File: config.mk
export PLATFORM = sky130hd
export DESIGN_NAME = i2c_regbank_target
export DESIGN_NICKNAME = d
export VERILOG_FILES = /design/src/rtl/i2c_rb_pkg.sv /design/src/rtl/i2c_line_sync.sv /design/src/rtl/i2c_proto_fsm.sv /design/src/rtl/i2c_reg_map.sv /design/src/rtl/i2c_regbank_target.sv
export SDC_FILE = /design/constraint.sdc
export NUM_CORES = 1
export LEC_CHECK = 0
export BUFFER_PORTS_ARGS = -buffer_cell sky130_fd_sc_hd__buf_2
export CORE_UTILIZATION = 45
export DETAILED_ROUTE_END_ITERATION = 16
export SLEW_MARGIN = 25
export SYNTH_ARGS = -nofsm -noshare
export SYNTH_HDL_FRONTEND = slang
export SYNTH_SLANG_ARGS = --single-unit
File: constraint.sdc
create_clock -name clk_i -period 2.6 [get_ports clk_i]
set_clock_uncertainty 0.15 [all_clocks]
set_input_delay 0.13 -clock clk_i [delete_from_list [all_inputs] [get_ports clk_i]]
set_output_delay 0.13 -clock clk_i [all_outputs]
set_load 0.01 [all_outputs]
File: src/rtl/i2c_rb_pkg.sv
package i2c_rb_pkg;
  localparam int unsigned BYTE_W = 8;

  typedef enum logic [2:0] {
    ST_IDLE,
    ST_ADDR,
    ST_ADDR_ACK,
    ST_WR_BYTE,
    ST_WR_ACK,
    ST_RD_BYTE,
    ST_RD_ACK
  } i2c_state_e;
endpackage

File: src/rtl/i2c_line_sync.sv
module i2c_line_sync #(
  parameter int unsigned SYNC_STAGES = 2
) (
  input  logic clk_i,
  input  logic rst_ni,
  input  logic scl_i,
  input  logic sda_i,
  output logic scl_o,
  output logic sda_o,
  output logic scl_rise_o,
  output logic scl_fall_o,
  output logic start_o,
  output logic stop_o
);
  logic [SYNC_STAGES-1:0] scl_sync_q, sda_sync_q;
  logic scl_prev_q, sda_prev_q;

  generate
    for (genvar g = 0; g < SYNC_STAGES; g++) begin : g_stage
      always_ff @(posedge clk_i or negedge rst_ni) begin
        if (!rst_ni) begin
          scl_sync_q[g] <= 1'b1;
          sda_sync_q[g] <= 1'b1;
        end else if (g == 0) begin
          scl_sync_q[g] <= scl_i;
          sda_sync_q[g] <= sda_i;
        end else begin
          scl_sync_q[g] <= scl_sync_q[(g == 0) ? 0 : g-1];
          sda_sync_q[g] <= sda_sync_q[(g == 0) ? 0 : g-1];
        end
      end
    end
  endgenerate

  always_ff @(posedge clk_i or negedge rst_ni) begin
    if (!rst_ni) begin
      scl_prev_q <= 1'b1;
      sda_prev_q <= 1'b1;
    end else begin
      scl_prev_q <= scl_o;
      sda_prev_q <= sda_o;
    end
  end

  assign scl_o      = scl_sync_q[SYNC_STAGES-1];
  assign sda_o      = sda_sync_q[SYNC_STAGES-1];
  assign scl_rise_o = scl_o & ~scl_prev_q;
  assign scl_fall_o = ~scl_o & scl_prev_q;
  // SDA edges with SCL held high form the bus conditions
  assign start_o    = scl_o & scl_prev_q & sda_prev_q & ~sda_o;
  assign stop_o     = scl_o & scl_prev_q & ~sda_prev_q & sda_o;
endmodule

File: src/rtl/i2c_proto_fsm.sv
module i2c_proto_fsm
  import i2c_rb_pkg::*;
#(
  parameter logic [6:0] DEV_ADDR = 7'h43
) (
  input  logic              clk_i,
  input  logic              rst_ni,
  input  logic              sda_s_i,
  input  logic              scl_rise_i,
  input  logic              scl_fall_i,
  input  logic              start_i,
  input  logic              stop_i,
  input  logic [BYTE_W-1:0] rd_data_i,
  output logic              sda_oe_o,
  output logic              wr_en_o,
  output logic [BYTE_W-1:0] wr_addr_o,
  output logic [BYTE_W-1:0] wr_data_o,
  output logic [BYTE_W-1:0] ptr_o,
  output i2c_state_e        state_o,
  output logic [3:0]        bit_cnt_o
);
  i2c_state_e        state_q;
  logic [3:0]        cnt_q;
  logic [BYTE_W-1:0] rx_q, tx_q, ptr_q, wa_q, wd_q;
  logic              rw_q, first_q, mack_q, oe_q, we_q;

  always_ff @(posedge clk_i or negedge rst_ni) begin
    if (!rst_ni) begin
      state_q <= ST_IDLE;
      cnt_q   <= '0;
      rx_q    <= '0;
      tx_q    <= '0;
      ptr_q   <= '0;
      wa_q    <= '0;
      wd_q    <= '0;
      rw_q    <= 1'b0;
      first_q <= 1'b1;
      mack_q  <= 1'b0;
      oe_q    <= 1'b0;
      we_q    <= 1'b0;
    end else begin
      we_q <= 1'b0;
      if (start_i) begin
        state_q <= ST_ADDR;
        cnt_q   <= '0;
        first_q <= 1'b1;
        oe_q    <= 1'b0;
      end else if (stop_i) begin
        state_q <= ST_IDLE;
        oe_q    <= 1'b0;
      end else begin
        unique case (state_q)
          ST_ADDR: begin
            if (scl_rise_i) begin
              rx_q  <= {rx_q[BYTE_W-2:0], sda_s_i};
              cnt_q <= cnt_q + 4'd1;
            end else if (scl_fall_i && cnt_q == 4'd8) begin
              if (rx_q[7:1] == DEV_ADDR) begin
                rw_q    <= rx_q[0];
                oe_q    <= 1'b1;
                state_q <= ST_ADDR_ACK;
              end else begin
                state_q <= ST_IDLE;
              end
            end
          end
          ST_ADDR_ACK: begin
            if (scl_fall_i) begin
              cnt_q <= '0;
              if (rw_q) begin
                tx_q    <= rd_data_i;
                oe_q    <= ~rd_data_i[7];
                ptr_q   <= ptr_q + 8'd1;
                state_q <= ST_RD_BYTE;
              end else begin
                oe_q    <= 1'b0;
                state_q <= ST_WR_BYTE;
              end
            end
          end
          ST_WR_BYTE: begin
            if (scl_rise_i) begin
              rx_q  <= {rx_q[BYTE_W-2:0], sda_s_i};
              cnt_q <= cnt_q + 4'd1;
            end else if (scl_fall_i && cnt_q == 4'd8) begin
              oe_q    <= 1'b1;
              state_q <= ST_WR_ACK;
              if (first_q) begin
                ptr_q   <= rx_q;
                first_q <= 1'b0;
              end else begin
                we_q  <= 1'b1;
                wa_q  <= ptr_q;
                wd_q  <= rx_q;
                ptr_q <= ptr_q + 8'd1;
              end
            end
          end
          ST_WR_ACK: begin
            if (scl_fall_i) begin
              oe_q    <= 1'b0;
              cnt_q   <= '0;
              state_q <= ST_WR_BYTE;
            end
          end
          ST_RD_BYTE: begin
            if (scl_fall_i) begin
              if (cnt_q == 4'd7) begin
                oe_q    <= 1'b0;
                state_q <= ST_RD_ACK;
              end else begin
                tx_q  <= {tx_q[BYTE_W-2:0], 1'b0};
                oe_q  <= ~tx_q[6];
                cnt_q <= cnt_q + 4'd1;
              end
            end
          end
          ST_RD_ACK: begin
            if (scl_rise_i) begin
              mack_q <= ~sda_s_i;
            end else if (scl_fall_i) begin
              if (mack_q) begin
                tx_q    <= rd_data_i;
                oe_q    <= ~rd_data_i[7];
                ptr_q   <= ptr_q + 8'd1;
                cnt_q   <= '0;
                state_q <= ST_RD_BYTE;
              end else begin
                state_q <= ST_IDLE;
              end
            end
          end
          default: state_q <= ST_IDLE;
        endcase
      end
    end
  end

  assign sda_oe_o  = oe_q;
  assign wr_en_o   = we_q;
  assign wr_addr_o = wa_q;
  assign wr_data_o = wd_q;
  assign ptr_o     = ptr_q;
  assign state_o   = state_q;
  assign bit_cnt_o = cnt_q;
endmodule

File: src/rtl/i2c_reg_map.sv
module i2c_reg_map
  import i2c_rb_pkg::*;
#(
  parameter int unsigned RW_BASE       = 4,
  parameter int unsigned RW_COUNT      = 8,
  parameter int unsigned RW_RST_BASE   = 8'h30,
  parameter int unsigned VERSION_ADDR  = 0,
  parameter int unsigned IDENT_ADDR    = 1,
  parameter int unsigned SOFT_RST_ADDR = 8'h10,
  parameter logic [7:0]  VERSION_VAL   = 8'hAC,
  parameter logic [7:0]  IDENT_VAL     = 8'hA1
) (
  input  logic              clk_i,
  input  logic              rst_ni,
  input  logic              wr_en_i,
  input  logic [BYTE_W-1:0] wr_addr_i,
  input  logic [BYTE_W-1:0] wr_data_i,
  input  logic [BYTE_W-1:0] rd_addr_i,
  output logic [BYTE_W-1:0] rd_data_o,
  output logic              soft_rst_o
);
  logic [BYTE_W-1:0] rw_q [RW_COUNT];
  logic              srst_q;

  generate
    for (genvar g = 0; g < RW_COUNT; g++) begin : g_rw
      localparam logic [BYTE_W-1:0] RegAddr = BYTE_W'(RW_BASE + g);
      localparam logic [BYTE_W-1:0] RegRst  = BYTE_W'(RW_RST_BASE + g);
      always_ff @(posedge clk_i or negedge rst_ni) begin
        if (!rst_ni)                             rw_q[g] <= RegRst;
        else if (wr_en_i && wr_addr_i == RegAddr) rw_q[g] <= wr_data_i;
      end
    end
  endgenerate

  always_ff @(posedge clk_i or negedge rst_ni) begin
    if (!rst_ni) srst_q <= 1'b0;
    else         srst_q <= wr_en_i && (wr_addr_i == BYTE_W'(SOFT_RST_ADDR));
  end

  always_comb begin
    rd_data_o = '0;
    if (rd_addr_i == BYTE_W'(VERSION_ADDR))    rd_data_o = VERSION_VAL;
    else if (rd_addr_i == BYTE_W'(IDENT_ADDR)) rd_data_o = IDENT_VAL;
    for (int i = 0; i < RW_COUNT; i++) begin
      if (rd_addr_i == BYTE_W'(RW_BASE + i)) rd_data_o = rw_q[i];
    end
  end

  assign soft_rst_o = srst_q;
endmodule

File: src/rtl/i2c_regbank_target.sv
module i2c_regbank_target
  import i2c_rb_pkg::*;
#(
  parameter logic [6:0]  DEV_ADDR    = 7'h43,
  parameter int unsigned SYNC_STAGES = 2,
  parameter int unsigned RW_BASE     = 4,
  parameter int unsigned RW_COUNT    = 8
) (
  input  logic clk_i,
  input  logic rst_ni,
  input  logic scl_i,
  input  logic sda_i,
  output logic sda_oe_o,
  output logic soft_rst_o
);
  logic              scl_s, sda_s, scl_rise, scl_fall, start_det, stop_det;
  logic              wr_en;
  logic [BYTE_W-1:0] wr_addr, wr_data, ptr_w, rd_data;
  i2c_state_e        state_w;
  logic [3:0]        bit_cnt_w;

  i2c_line_sync #(.SYNC_STAGES(SYNC_STAGES)) u_sync (
    .clk_i      (clk_i),
    .rst_ni     (rst_ni),
    .scl_i      (scl_i),
    .sda_i      (sda_i),
    .scl_o      (scl_s),
    .sda_o      (sda_s),
    .scl_rise_o (scl_rise),
    .scl_fall_o (scl_fall),
    .start_o    (start_det),
    .stop_o     (stop_det)
  );

  i2c_proto_fsm #(.DEV_ADDR(DEV_ADDR)) u_fsm (
    .clk_i      (clk_i),
    .rst_ni     (rst_ni),
    .sda_s_i    (sda_s),
    .scl_rise_i (scl_rise),
    .scl_fall_i (scl_fall),
    .start_i    (start_det),
    .stop_i     (stop_det),
    .rd_data_i  (rd_data),
    .sda_oe_o   (sda_oe_o),
    .wr_en_o    (wr_en),
    .wr_addr_o  (wr_addr),
    .wr_data_o  (wr_data),
    .ptr_o      (ptr_w),
    .state_o    (state_w),
    .bit_cnt_o  (bit_cnt_w)
  );

  i2c_reg_map #(.RW_BASE(RW_BASE), .RW_COUNT(RW_COUNT)) u_map (
    .clk_i      (clk_i),
    .rst_ni     (rst_ni),
    .wr_en_i    (wr_en),
    .wr_addr_i  (wr_addr),
    .wr_data_i  (wr_data),
    .rd_addr_i  (ptr_w),
    .rd_data_o  (rd_data),
    .soft_rst_o (soft_rst_o)
  );
endmodule

* Word level (Yosys, flattened, before mapping)
Index checks and enable logic that the tools add are counted.
** Cells by class
- Add/sub/neg operators :: 2
- Eq/ne operators :: 57
- Muxes and demuxes :: 80
- Bitwise operators :: 17
- Reduce and logical (&&, ||, !) cells :: 29
** Operators by type and width (number)
- two-way mux 8 bit :: 18
- == test 8 x 3 -> 1 bit, second input constant :: 8
- == test 8 x 4 -> 1 bit, second input constant :: 8
- two-way mux 7 bit :: 7
- two-way mux 3 bit :: 14
- two-way mux 4 bit :: 9
- inequality test 4 x 3 -> 1 bit, second input constant :: 9
- AND reduction 10 bit :: 3
- two-way mux 1 bit :: 26
- one-hot mux 8 bit (3 select lines) :: 1
- one-hot mux 7 bit (3 select lines) :: 1
- one-hot mux 3 bit (6 select lines) :: 1
- one-hot mux 4 bit (4 select lines) :: 1
- inequality test 2 x 1 -> 1 bit, second input constant :: 7
- inequality test 4 bit, second input constant :: 3
- AND reduction 12 bit :: 1
- AND reduction 4 bit :: 3
- AND reduction 6 bit :: 2
- logical AND 1 bit :: 10
- inverter 1 bit :: 10
- == test 3 bit, second input constant :: 3
- inequality test 3 x 2 -> 1 bit, second input constant :: 3
- AND reduction 9 bit :: 1
- adder 8 x 1 -> 8 bit, second input constant :: 1
- 20 further kinds :: 35
** Word-level totals
- Flip-flop bits (word level) :: 122
- Output and inout bits :: 2
- Logic and storage cells :: 212

* Depth between registers and ports, before layout
Gate-level depths: netlist of the first run.
- Depth after elaboration :: 18
- Gate-level depth with buffers :: 10
- Gate-level depth less buffers :: 7

* Hierarchy
A second synthesis of the first run with hierarchy kept.
** Second synthesis, totals
- Cells, all modules :: 511
- Area total of the unflattened synthesis :: 6108.4 um^2
** By module, submodules not included
- i2c_reg_map :: times used 1, cells an instance 253, area each 3214.3 um^2, sequential area each 1661.6 um^2
- i2c_proto_fsm :: times used 1, cells an instance 248, area each 2703.8 um^2, sequential area each 1277.5 um^2
- i2c_line_sync :: times used 1, cells an instance 10, area each 190.2 um^2, sequential area each 157.7 um^2

* Worst setup path before layout of the first run
Ideal clock, no wire load.
- Path type :: flip-flop to flip-flop
- From :: register u_fsm.wa_q[5], in the netlist u_fsm.wr_addr_o[5]
- To :: register u_map.rw_q[49] in the netlist's numbering
- Library setup time :: 0.125 ns
- Arrival :: 2.245 ns
- Required time :: 2.325 ns
- Path slack :: 0.080 ns
- Cell stages (with the launch flop) :: 6
- Buffers on the path :: 1
- Clock period less this slack :: 2.520 ns
- Path through :: dfrtp_1 -> or4b_4 -> or4b_1 -> buf_2 -> nor3b_4 -> mux2_2
** On the way
- Cells in the longest elaborated chain, start to end :: 2
** Ends and longest elaborated chain
- from (decl) :: RTL line i2c_proto_fsm.sv:24 : logic [BYTE_W-1:0] rx_q, tx_q, ptr_q, wa_q, wd_q;
- from (signal assigned) :: RTL line i2c_proto_fsm.sv:93 : wa_q <= ptr_q;
- == test 8 x 3 -> 1 bit :: RTL line i2c_reg_map.sv:31 : else if (wr_en_i && wr_addr_i == RegAddr) rw_q[g] <= wr_data_i;
- logical AND 1 bit :: RTL line i2c_reg_map.sv:31
- to (signal, indexed assignment) :: RTL line i2c_reg_map.sv:30 : if (!rst_ni) rw_q[g] <= RegRst;
- to (signal, indexed assignment) :: RTL line i2c_reg_map.sv:31
- to (decl) :: RTL line i2c_reg_map.sv:22 : logic [BYTE_W-1:0] rw_q [RW_COUNT];
No other way between the ends.
A chain may end at the register's enable or synchronous reset.

* Worst setup path in the final report of the first run
- From :: register u_fsm.wa_q[5], in the netlist u_fsm.wr_addr_o[5]
- To :: register u_map.rw_q[51] in the netlist's numbering
Same word-level chain as after synthesis.

==> results of run 1 <==
critical path, cell delays in order, from the launching register on:
cell     delay, ns
dfrtp_1       0.37
or4b_4        0.55
or4b_4        0.58
nor3b_4       0.26
buf_12        0.15
mux2_2        0.33
timing repair:
action                                 in CTS  in global routing
endpoints found under the hold margin      43                  0
resized for setup                           1                  0
hold buffers                                3                  0
setup endpoints to repair                  18                  0
synthesized netlist by cell type (all sizes together) (3+ instances only):
cell type and count:
ha 6, nor4 5, and2 3, nand2 41, o22a 12, a22o 5
inv 13, or3 7, nor3 6, dfstp 35, nor2b 12, o32ai 3
a21oi 20, o211ai 8, a41oi 3, clkbuf 28, a31oi 3, mux2 90
dfrtp 87, a32o 4, and3b 4, nand3 18, and3 3, mux2i 10
o221ai 5, o21ai 24, buf 3, nand3b 10, nor3b 5, a221o 3
a22oi 5, o31ai 3, nor2 17, o21a 3, nand2b 15
registers in the layout, summed over array words and instances (netlist names), 3 cells and up:
name,flops
u_fsm.bit_cnt_o,4
u_fsm.wr_addr_o,8
u_fsm.tx_q,7
u_fsm.rx_q,8
u_fsm.wr_data_o,8
u_fsm.state_o,3
u_map.rw_q,64
u_fsm.ptr_o,8
layer usage:
| metal | GRT usage | wire (µm) |
|---|---|---|
| met5 | 0 | 0 |
| met2 | 0.375 | 7500 |
| met4 | 0.0918 | 283 |
| met1 | 0.317 | 7180 |
| met3 | 0.0508 | 634 |
where the power goes:
group          total, W  switching, W  internal, W
logic          0.000161      0.000100    0.0000607
clock network   0.00238      0.000856      0.00152
registers       0.00198     0.0000387      0.00194
placed cells by master (no fill, tap or decap), types with 15 or more instances in the layout:
cell type / Yosys / layout
dfrtp_1: 87 / 87
buf_4: 0 / 32
o21ai_0: 24 / 24
nand2_1: 41 / 41
dfstp_2: 35 / 35
nand3_1: 18 / 18
clkbuf_16: 0 / 17
mux2_2: 89 / 89
nand2b_1: 15 / 15
nor2_1: 16 / 16
a21oi_1: 20 / 20
cells by family after synthesis:
kind of cell | count (synthesis) | share of synthesized area
multiplexers | 100 | 0.180
XOR/XNOR | 1 | 0.00142
AND/OR/NAND/NOR | 159 | 0.150
buffers and inverters | 44 | 0.0271
adder cells (fa/ha/maj) | 6 | 0.0121
AO/OA/AOI/OAI | 113 | 0.129
flip-flops | 122 | 0.501
stage by stage:
step	total power, W	util	area, µm²	hold slack [ns]
2_1_floorplan	0.00208	-	6180	-0.316
3_3_place_gp	0.00216	0.501	6660	0.0780
3_5_place_dp	0.00217	0.501	6660	0.0871
4_1_cts	0.00455	0.548	7290	0.191
5_1_grt	0.00466	0.548	7290	0.203
6_report	0.00452	0.548	7290	0.162
cell type report:
| cell class | instances | share of cell area |
|---|---|---|
| clock buffer | 20 | 0.0613 |
| clock inverter | 12 | 0.0204 |
| inverter | 13 | 0.00669 |
| multi-input combinational | 379 | 0.400 |
| sequential | 122 | 0.425 |
| tap | 176 | 0.0302 |
| timing repair buffer | 45 | 0.0563 |
worst min path at each step:
stage,startpoint,end,slack [ns],depth (start not counted)
floorplan,rst_ni,u_fsm.bit_cnt_o[0]$_DFFE_PN0P_,-0.32,0
global placement,rst_ni,u_fsm.rx_q[4]$_DFFE_PN0P_,0.08,1
detailed placement,sda_i,u_sync.sda_sync_q[0]$_DFF_PN1_,0.09,1
CTS,rst_ni,u_fsm.rx_q[4]$_DFFE_PN0P_,0.19,2
global route,scl_i,u_sync.scl_sync_q[0]$_DFF_PN1_,0.20,2
finish,rst_ni,u_fsm.rx_q[4]$_DFFE_PN0P_,0.16,2
==> qor.txt, run 1 <==
Status - complete, no violations
Worst setup SP type - flop
CP endpoint kind - flop
Post-DP HPWL - 10,600 µm
Die height - 119 µm
Crit-path max FO - 8
Register Area - 0.00310 mm²
Place WS - -0.0313 ns
Register area share after synthesis - 0.501
Placed insts - 732
Largest net degree at the start of global routing - 57
Power Density - 620 mW/mm²
Top_reg_cell synth - dfrtp_1
Die width - 119 µm
Final period utilization - 0.965
Yosys top cell area share - 0.352
Number of synthesized flops with an enable pin - 0
Drt initial violations - 245
DR vias/cell - 5.89
Largest area contributor in the netlist - dfrtp_1
Syn_area_per_cell - 11.3 µm²
Synth unique cells - 58
Max_cap viols - 0
CP Launch Point - u_fsm.wr_addr_o[5]$_DFFE_PN0P_
Vias in the first global route - 4,506
Vias after detailed routing - 4,517
Initial Utilization - 0.465
Worst-margin pin slew - 0.761 ns
Root Driver - clkbuf_16
R2R cell count - 5
Reg-to-reg startpoint - u_fsm.wr_addr_o[5]$_DFFE_PN0P_
Worst R2R End - u_map.rw_q[51]$_DFFE_PN0P_
Residual DRC - 0
Layout Cells excl Fill - 767
Netlist Area Pre-Place - 0.00618 mm²
Worst-Skew Late Latency - 0.43 ns
VDD IR max - 360 µV
Leakage - 3.18 nW
I/O Buffers - 5
Slew HR - 0.493
CTS tree - built
Final GP Congestion - 0.837
Setup TNS - 0 ns
PnR worst setup slack - 0.0910 ns
Die ar. - 0.0142 mm²
Worst Path Arrival - 2.67 ns
R2R setup slack - 0.09 ns
RSZ-0062 raised after global routing - no
Achievable Freq - 399 MHz
Clock Path Buffers - 2
Final #Nets - 588
DRT Pass-1 Iters - 6
Ranking of synthesized cells by area - dfrtp_1, mux2_2, dfstp_2
Fraction of layout cells with a size suffix above 1 - 0.349
P&R area growth vs syn - 18.0%
Final ANT Viol Nets - 0
Crit path to - u_map.rw_q[51]$_DFFE_PN0P_
Cell Rows - 42
Mapped Nets - 555
Initial antenna violation count - 0
Yosys warnings - 0
Worst Path Required - 2.76 ns
Core area - 0.0133 mm²
GRT overflow - 0
Io pins - 6
Worst hold path type - input port to async pin
First-pass GRT wire length - 25,100 µm
Setup Fix Bufs, Post-CTS - 0
Pins Over Slew Limit - 0
TritonCTS buffer count - 17
Synth Instances - 545
Final Setup Violations - 0
CTS sink count - 122
Ys async rst share - 1.00
Area of the multi-input gates - 0.00292 mm²
N_diodes - 0
Kind of critical path - flop to flop
Post-layout minimum cycle time - 2.51 ns
Fin. Hold Viols - 0
Fillers - 1,135
Post-synthesis register bit count - 122
CTS H-tree lvls - 4
Clock slew at reported path FFs - 0.06 ns
DR WL/cell - 20.3 µm
Drt total wl - 15,600 µm
Global Route Usage Sum - 0.237
Note: power is estimated with default switching activity, not from simulation.
==> run 2, diff against run 1 <==
--- a/config.mk
+++ b/config.mk
@@ -7,7 +7,10 @@
 export LEC_CHECK = 0
 export BUFFER_PORTS_ARGS = -buffer_cell sky130_fd_sc_hd__buf_2
 export CORE_UTILIZATION = 45
+export CTS_CLUSTER_DIAMETER = 80
 export DETAILED_ROUTE_END_ITERATION = 16
+export PLACE_DENSITY = 0.62
+export REMOVE_ABC_BUFFERS = 1
 export SLEW_MARGIN = 25
 export SYNTH_ARGS = -nofsm -noshare
 export SYNTH_HDL_FRONTEND = slang
==> qor.txt, run 2 (synthesis results as in run 1) <==
Commonest cells after routing, fill and taps aside - mux2_2, dfrtp_1, nand2_1, dfstp_2, buf_4 (unchanged)
Most common cell after layout, fill and taps aside - mux2_2 (unchanged)
CTS tree - built (unchanged)
First-pass GRT wire length - 24,700 µm (was 25,100 µm)
Worst-Skew Late Latency - 0.42 ns (was 0.43 ns)
DR vias/cell - 5.79 (was 5.89)
Global Route Usage Sum - 0.232 (was 0.237)
Clock Path Buffers - 2 (unchanged)
N_diodes - 0 (unchanged)
Kind of critical path - flop to flop (unchanged)
Max_cap viols - 0 (unchanged)
Final Setup Violations - 0 (unchanged)
Worst Path Arrival - 2.66 ns (was 2.67 ns)
Pins Over Slew Limit - 0 (unchanged)
Worst Path Required - 2.75 ns (was 2.76 ns)
Core area - 0.0133 mm² (unchanged)
TritonCTS buffer count - 17 (unchanged)
CTS sink count - 122 (unchanged)
Cell Rows - 42 (unchanged)
GRT overflow - 0 (unchanged)
CTS H-tree lvls - 4 (unchanged)
Final #Nets - 586 (was 588)
Drt total wl - 15,100 µm (was 15,600 µm)
Setup TNS - 0 ns (unchanged)
Drt initial violations - 261 (was 245)
Io pins - 6 (unchanged)
Die height - 119 µm (unchanged)
Largest net degree at the start of global routing - 80 (was 57)
Max reg flops - 64 (unchanged)
Post-layout minimum cycle time - 2.51 ns (about the same)
Crit-path cells - or4b_4, or4b_4, nor3_4, mux2_2 (was or4b_4, or4b_4, nor3b_4, buf_12, mux2_2)
Root Driver - clkbuf_16 (unchanged)
I/O Buffers - 5 (unchanged)
Fin. Hold Viols - 0 (unchanged)
Worst hold path type - input port to async pin (unchanged)
Final ANT Viol Nets - 0 (unchanged)
Vias after detailed routing - 4,428 (was 4,517)
CP endpoint kind - flop (unchanged)
Final instance area - 0.00732 mm² (was 0.00729 mm²)
Clock slew at reported path FFs - 0.05 ns (was 0.06 ns)
P&R area growth vs syn - 18.4% (was 18.0%)
Initial antenna violation count - 0 (unchanged)
Place WS - -0.0518 ns (was -0.0313 ns)
Initial Utilization - 0.465 (unchanged)
PnR worst setup slack - 0.0905 ns (was 0.0910 ns)
Slowest stage cell, crit path - or4b_4 (unchanged)
Power Density - 643 mW/mm² (was 620 mW/mm²)
Status - complete, no violations (unchanged)
Die ar. - 0.0142 mm² (unchanged)
DRT Pass-1 Iters - 4 (was 6)
Vias in the first global route - 4,526 (was 4,506)
Residual DRC - 0 (unchanged)
Layout Cells excl Fill - 765 (was 767)
Critical Path Max Stage Delay - 0.58 ns (about the same)
VDD IR max - 401 µV (was 360 µV)
Achievable Freq - 398 MHz (was 399 MHz)
Top reg by flops - u_map.rw_q (unchanged)
DP Area - 0.00662 mm² (was 0.00666 mm²)
Slew HR - 0.589 (was 0.493)
Leakage - 3.19 nW (was 3.18 nW)
Worst-margin pin slew - 0.610 ns (was 0.761 ns)
Die width - 119 µm (unchanged)
Final GP Congestion - 0.820 (was 0.837)
Placed insts - 730 (was 732)
DR WL/cell - 19.7 µm (was 20.3 µm)
WHS - 0.110 ns (was 0.162 ns)
Post-DP HPWL - 10,400 µm (was 10,600 µm)
Fraction of layout cells with a size suffix above 1 - 0.351 (was 0.349)
Worst setup SP type - flop (unchanged)
Crit-path max FO - 7 (was 8)
Final period utilization - 0.965 (about the same)
Most common cell on crit path - or4b_4 (unchanged)
RSZ-0062 raised after global routing - no (unchanged)
-- run 2: cell count changes in the layout (fill, tap and decap cells not counted), sizes merged --
cell	previous run	this run
clkinv	5	3
buf	42	40
bufinv	3	5
-- run 2: stage by stage --
stage / power, W / util
floorplan: 0.00208 / -
global placement: 0.00215 / 0.498
detailed placement: 0.00216 / 0.498
CTS: 0.00475 / 0.550
global route: 0.00487 / 0.551
finish: 0.00470 / 0.551
-- run 2: metal layers --
layer	vias up	global-route usage	wire length, µm
met5	-	0	0
met4	0	0.104	309
met1	2220	0.308	6850
li1	2076	-	-
met2	108	0.370	7290
met3	24	0.0441	625
-- run 2: where the power goes --
| part | switching (W) | internal [W] | total [W] |
|---|---|---|---|
| combinational | 0.0000945 | 0.0000596 | 0.000154 |
| sequential | 0.0000374 | 0.00194 | 0.00198 |
| clock | 0.000830 | 0.00174 | 0.00257 |
-- run 2: cell type report --
cell class,count,area [µm²]
Tap cell,176,220
Clock buffer,20,457
Clock inverter,12,195
Multi-Input combinational cell,379,2930
Sequential cell,122,3100
Timing Repair Buffer,43,374
Fill cell,1112,5980
Inverter,13,48.8
-- run 2: path summary, 6_finish.rpt --
path | start | end | slack [ns] | depth (start not counted)
max | u_fsm.wr_addr_o[5]$_DFFE_PN0P_ | u_map.rw_q[62]$_DFFE_PN0P_ | 0.09 | 4
min | rst_ni | u_fsm.ptr_o[6]$_DFFE_PN0P_ | 0.11 | 3
max reg2reg | u_fsm.wr_addr_o[5]$_DFFE_PN0P_ | u_map.rw_q[62]$_DFFE_PN0P_ | 0.09 | 4
min reg2reg | u_sync.scl_sync_q[0]$_DFF_PN1_ | u_sync.scl_o$_DFF_PN1_ | 0.20 | 0
max in group asynchronous | rst_ni | u_map.rw_q[12]$_DFFE_PN1P_ | 1.72 | 3
min in group clk_i | u_sync.scl_sync_q[0]$_DFF_PN1_ | u_sync.scl_o$_DFF_PN1_ | 0.20 | 0
-- run 2: worst max-delay path, delay by kind of cell, from the launching register on --
family | cells | cell delay, ns
flip-flops | 1 | 0.38
multiplexers | 1 | 0.39
AND/OR/NAND/NOR | 3 | 1.48
-- run 2: what timing repair did --
action	4_1_cts	5_1_grt
setup buffers	0	0
resized for setup	1	3
setup endpoints to repair	17	4
hold buffers	3	0
endpoints found under the hold margin	111	0
==> run 3, diff against run 2 <==
--- a/config.mk
+++ b/config.mk
@@ -5,6 +5,7 @@
 export SDC_FILE = /design/constraint.sdc
 export NUM_CORES = 1
 export LEC_CHECK = 0
+export ABC_AREA = 1
 export BUFFER_PORTS_ARGS = -buffer_cell sky130_fd_sc_hd__buf_2
 export CORE_UTILIZATION = 45
 export CTS_CLUSTER_DIAMETER = 80
==> qor.txt, run 3 <==
Status - complete, no violations (unchanged)
Post-layout minimum cycle time - 2.24 ns (was 2.51 ns)
Setup TNS - 0 ns (unchanged)
Post-synthesis register bit count - 122 (unchanged)
Synth unique cells - 38 (was 58)
CP Launch Point - u_fsm.ptr_o[0]$_DFFE_PN0P_ (was u_fsm.wr_addr_o[5]$_DFFE_PN0P_)
Largest net degree at the start of global routing - 48 (was 80)
Netlist Area Pre-Place - 0.00603 mm² (was 0.00618 mm²)
Core area - 0.0128 mm² (was 0.0133 mm²)
CP endpoint kind - flop (unchanged)
Max reg flops - 64 (unchanged)
Place WS - 0.398 ns (was -0.0518 ns)
WL met3 - 607 µm (was 625 µm)
Global Route Usage Sum - 0.220 (was 0.232)
Drt total wl - 14,000 µm (was 15,100 µm)
Top_reg_cell synth - dfrtp_1 (unchanged)
Root Driver - clkbuf_16 (unchanged)
Most common cell after layout, fill and taps aside - nand2_1 (was mux2_2)
CTS tree - built (unchanged)
Top-count cell post-synth - nand2_1 (was mux2_2)
Crit-path max FO - 8 (was 7)
Register area share after synthesis - 0.513 (was 0.501)
Worst hold path type - input port to async pin (unchanged)
Worst-Skew Late Latency - 0.43 ns (was 0.42 ns)
DR WL/cell - 14.9 µm (was 19.7 µm)
Fraction of layout cells with a size suffix above 1 - 0.157 (was 0.351)
Final #Nets - 766 (was 586)
Drt initial violations - 434 (was 261)
Vias in the first global route - 4,782 (was 4,526)
Yosys top cell area share - 0.361 (was 0.352)
Pins Over Slew Limit - 0 (unchanged)
Max_cap viols - 0 (unchanged)
Number of synthesized flops with an enable pin - 0 (unchanged)
Highest Signal Layer - met4 (unchanged)
Worst R2R End - u_fsm.tx_q[0]$_DFFE_PN0P_ (was u_map.rw_q[62]$_DFFE_PN0P_)
Die height - 118 µm (was 119 µm)
Die ar. - 0.0139 mm² (was 0.0142 mm²)
Fin. Hold Viols - 0 (unchanged)
Final ANT Viol Nets - 0 (unchanged)
Final instance area - 0.00687 mm² (was 0.00732 mm²)
Worst Path Arrival - 2.45 ns (was 2.66 ns)
Post-layout util - 0.536 (was 0.551)
Leakage - 3.11 nW (was 3.19 nW)
Cell Rows - 41 (was 42)
Yosys warnings - 0 (unchanged)
P&R area growth vs syn - 13.9% (was 18.4%)
N_diodes - 0 (unchanged)
Synth Instances - 739 (was 545)
R2R setup slack - 0.36 ns (was 0.09 ns)
Die width - 118 µm (was 119 µm)
Vias after detailed routing - 4,875 (was 4,428)
DRT Pass-1 Iters - 5 (was 4)
DR vias/cell - 5.18 (was 5.79)
Largest area contributor in the netlist - dfrtp_1 (unchanged)
Slew HR - 0.603 (was 0.589)
Final Setup Violations - 0 (unchanged)
Clock slew at reported path FFs - 0.05 ns (about the same)
Clock Path Buffers - 2 (unchanged)
PnR worst setup slack - 0.363 ns (was 0.0905 ns)
Worst Path Required - 2.81 ns (was 2.75 ns)
Kind of critical path - flop to flop (unchanged)
Final GP Congestion - 0.920 (was 0.820)
Crit path to - u_fsm.tx_q[0]$_DFFE_PN0P_ (was u_map.rw_q[62]$_DFFE_PN0P_)
Worst-margin pin slew - 0.593 ns (was 0.610 ns)
Commonest cells after routing, fill and taps aside - nand2_1, dfrtp_1, o21ai_0, inv_1, nor2_1 (was mux2_2, dfrtp_1, nand2_1, dfstp_2, buf_4)
Layout Cells excl Fill - 941 (was 765)
Achievable Freq - 447 MHz (was 398 MHz)
Initial antenna violation count - 0 (unchanged)
Top reg by flops - u_map.rw_q (unchanged)
Placed insts - 906 (was 730)
R2R cell count - 14 (was 4)
Reg-to-reg startpoint - u_fsm.ptr_o[0]$_DFFE_PN0P_ (was u_fsm.wr_addr_o[5]$_DFFE_PN0P_)
Post-synth top cells - nand2_1, dfrtp_1, o21ai_0 (was mux2_2, dfrtp_1, nand2_1)
Final period utilization - 0.860 (was 0.965)
First-pass GRT wire length - 23,700 µm (was 24,700 µm)
Ranking of synthesized cells by area - dfrtp_1, dfstp_2, nand2_1 (was dfrtp_1, mux2_2, dfstp_2)
Worst setup SP type - flop (unchanged)
Syn_area_per_cell - 8.16 µm² (was 11.3 µm²)
Post-CTS resize count - 0 (was 1)
Met2 wire length - 6310 µm (was 7290 µm)
Power Density - 673 mW/mm² (was 643 mW/mm²)
DP Area - 0.00621 mm² (was 0.00662 mm²)
Ys async rst share - 1.00 (unchanged)
GRT overflow - 0 (unchanged)
Residual DRC - 0 (unchanged)
TritonCTS buffer count - 17 (unchanged)
Initial Utilization - 0.470 (was 0.465)
CTS sink count - 122 (unchanged)
Post-DP HPWL - 9590 µm (was 10,400 µm)
VDD IR max - 772 µV (was 401 µV)
Io pins - 6 (unchanged)
I/O Buffers - 5 (unchanged)
M1 WL - 6680 µm (was 6850 µm)
RSZ-0062 raised after global routing - no (unchanged)
CTS H-tree lvls - 4 (unchanged)
==> run 3: cell types whose count changed after synthesis, moves of 12 or more <==
| cell | delta |
|---|---|
| nand2_1 | +178 |
| mux2_2 | -89 |
| o21ai_0 | +58 |
| inv_1 | +50 |
| nor2_1 | +44 |
| o21ai_1 | +27 |
| clkbuf_1 | -23 |
| nand3_1 | +16 |
| nand2b_1 | -15 |
| a21oi_1 | +13 |
| nor2b_1 | -12 |
| o22a_1 | -12 |
==> run 3: how the worst min path moves through the flow <==
| stage | start | to | slack [ns] |
|---|---|---|---|
| 2_1_floorplan | rst_ni | u_fsm.bit_cnt_o[0]$_DFFE_PN0P_ | -0.32 |
| 3_3_place_gp | rst_ni | u_map.rw_q[43]$_DFFE_PN0P_ | -0.004 |
| 3_5_place_dp | rst_ni | u_map.rw_q[43]$_DFFE_PN0P_ | -0.001 |
| 4_1_cts | rst_ni | u_map.rw_q[59]$_DFFE_PN0P_ | 0.10 |
| 5_1_grt | rst_ni | u_map.rw_q[43]$_DFFE_PN0P_ | 0.13 |
| 6_report | rst_ni | u_map.rw_q[43]$_DFFE_PN0P_ | 0.09 |
==> run 3: stage by stage <==
step                      hold WS [ns]  power [W]
after floorplan                 -0.316    0.00205
after global placement        -0.00394    0.00211
after detailed placement      -0.00121    0.00212
after CTS                        0.102    0.00467
after global routing             0.129    0.00479
final                           0.0856    0.00463
==> run 3: area by class of cell <==
type                       count  area [µm²]
clock buffer                  20         467
clock inverter                12         170
fill                        1196        5950
inverter                      74         278
multi-input combinational    526        2520
sequential                   122        3100
tap                          172         215
timing repair buffer          15         123
==> run 3: logic make-up after synthesis <==
group / share of synthesized area
buffers and inverters: 0.0682
AO/OA/AOI/OAI: 0.150
flip-flops: 0.513
AND/OR/NAND/NOR: 0.246
XOR/XNOR: 0.00581
adder cells (fa/ha/maj): 0.0124
multiplexers: 0.00332
==> run 3: critical path: stages, from the launching register on <==
cell and delay [ns]:
dfrtp_1 0.40, inv_1 0.16, ha_1 0.24, nand3_1 0.11, nor2_2 0.28, nand2_1 0.08
o21ai_0 0.14, nand2_1 0.11, nand3_1 0.09, nand3_1 0.09, nand3_1 0.10, nand2_1 0.07
nand2_1 0.06, nand2_1 0.05, nand2_1 0.05
==> run 3: timing repair <==
| action | 4_1_cts | 5_1_grt |
|---|---|---|
| setup buffers | 0 | 0 |
| hold buffers | 3 | 0 |
| endpoints found under the hold margin | 66 | 0 |
| endpoints found under the setup margin | 0 | 0 |
==> run 3: routing by layer <==
metal,track usage,vias up
met5,0,-
met4,0.115,0
met3,0.0489,32
met2,0.337,108
met1,0.293,2292
li1,-,2443
==> run 3: where the power goes <==
| part | total, W | switching (W) | internal, W | leakage, nW |
|---|---|---|---|---|
| Combinational | 0.000126 | 0.0000852 | 0.0000409 | 1.22 |
| Sequential | 0.00196 | 0.0000254 | 0.00194 | 1.57 |
| Clock | 0.00254 | 0.000867 | 0.00167 | 0.316 |
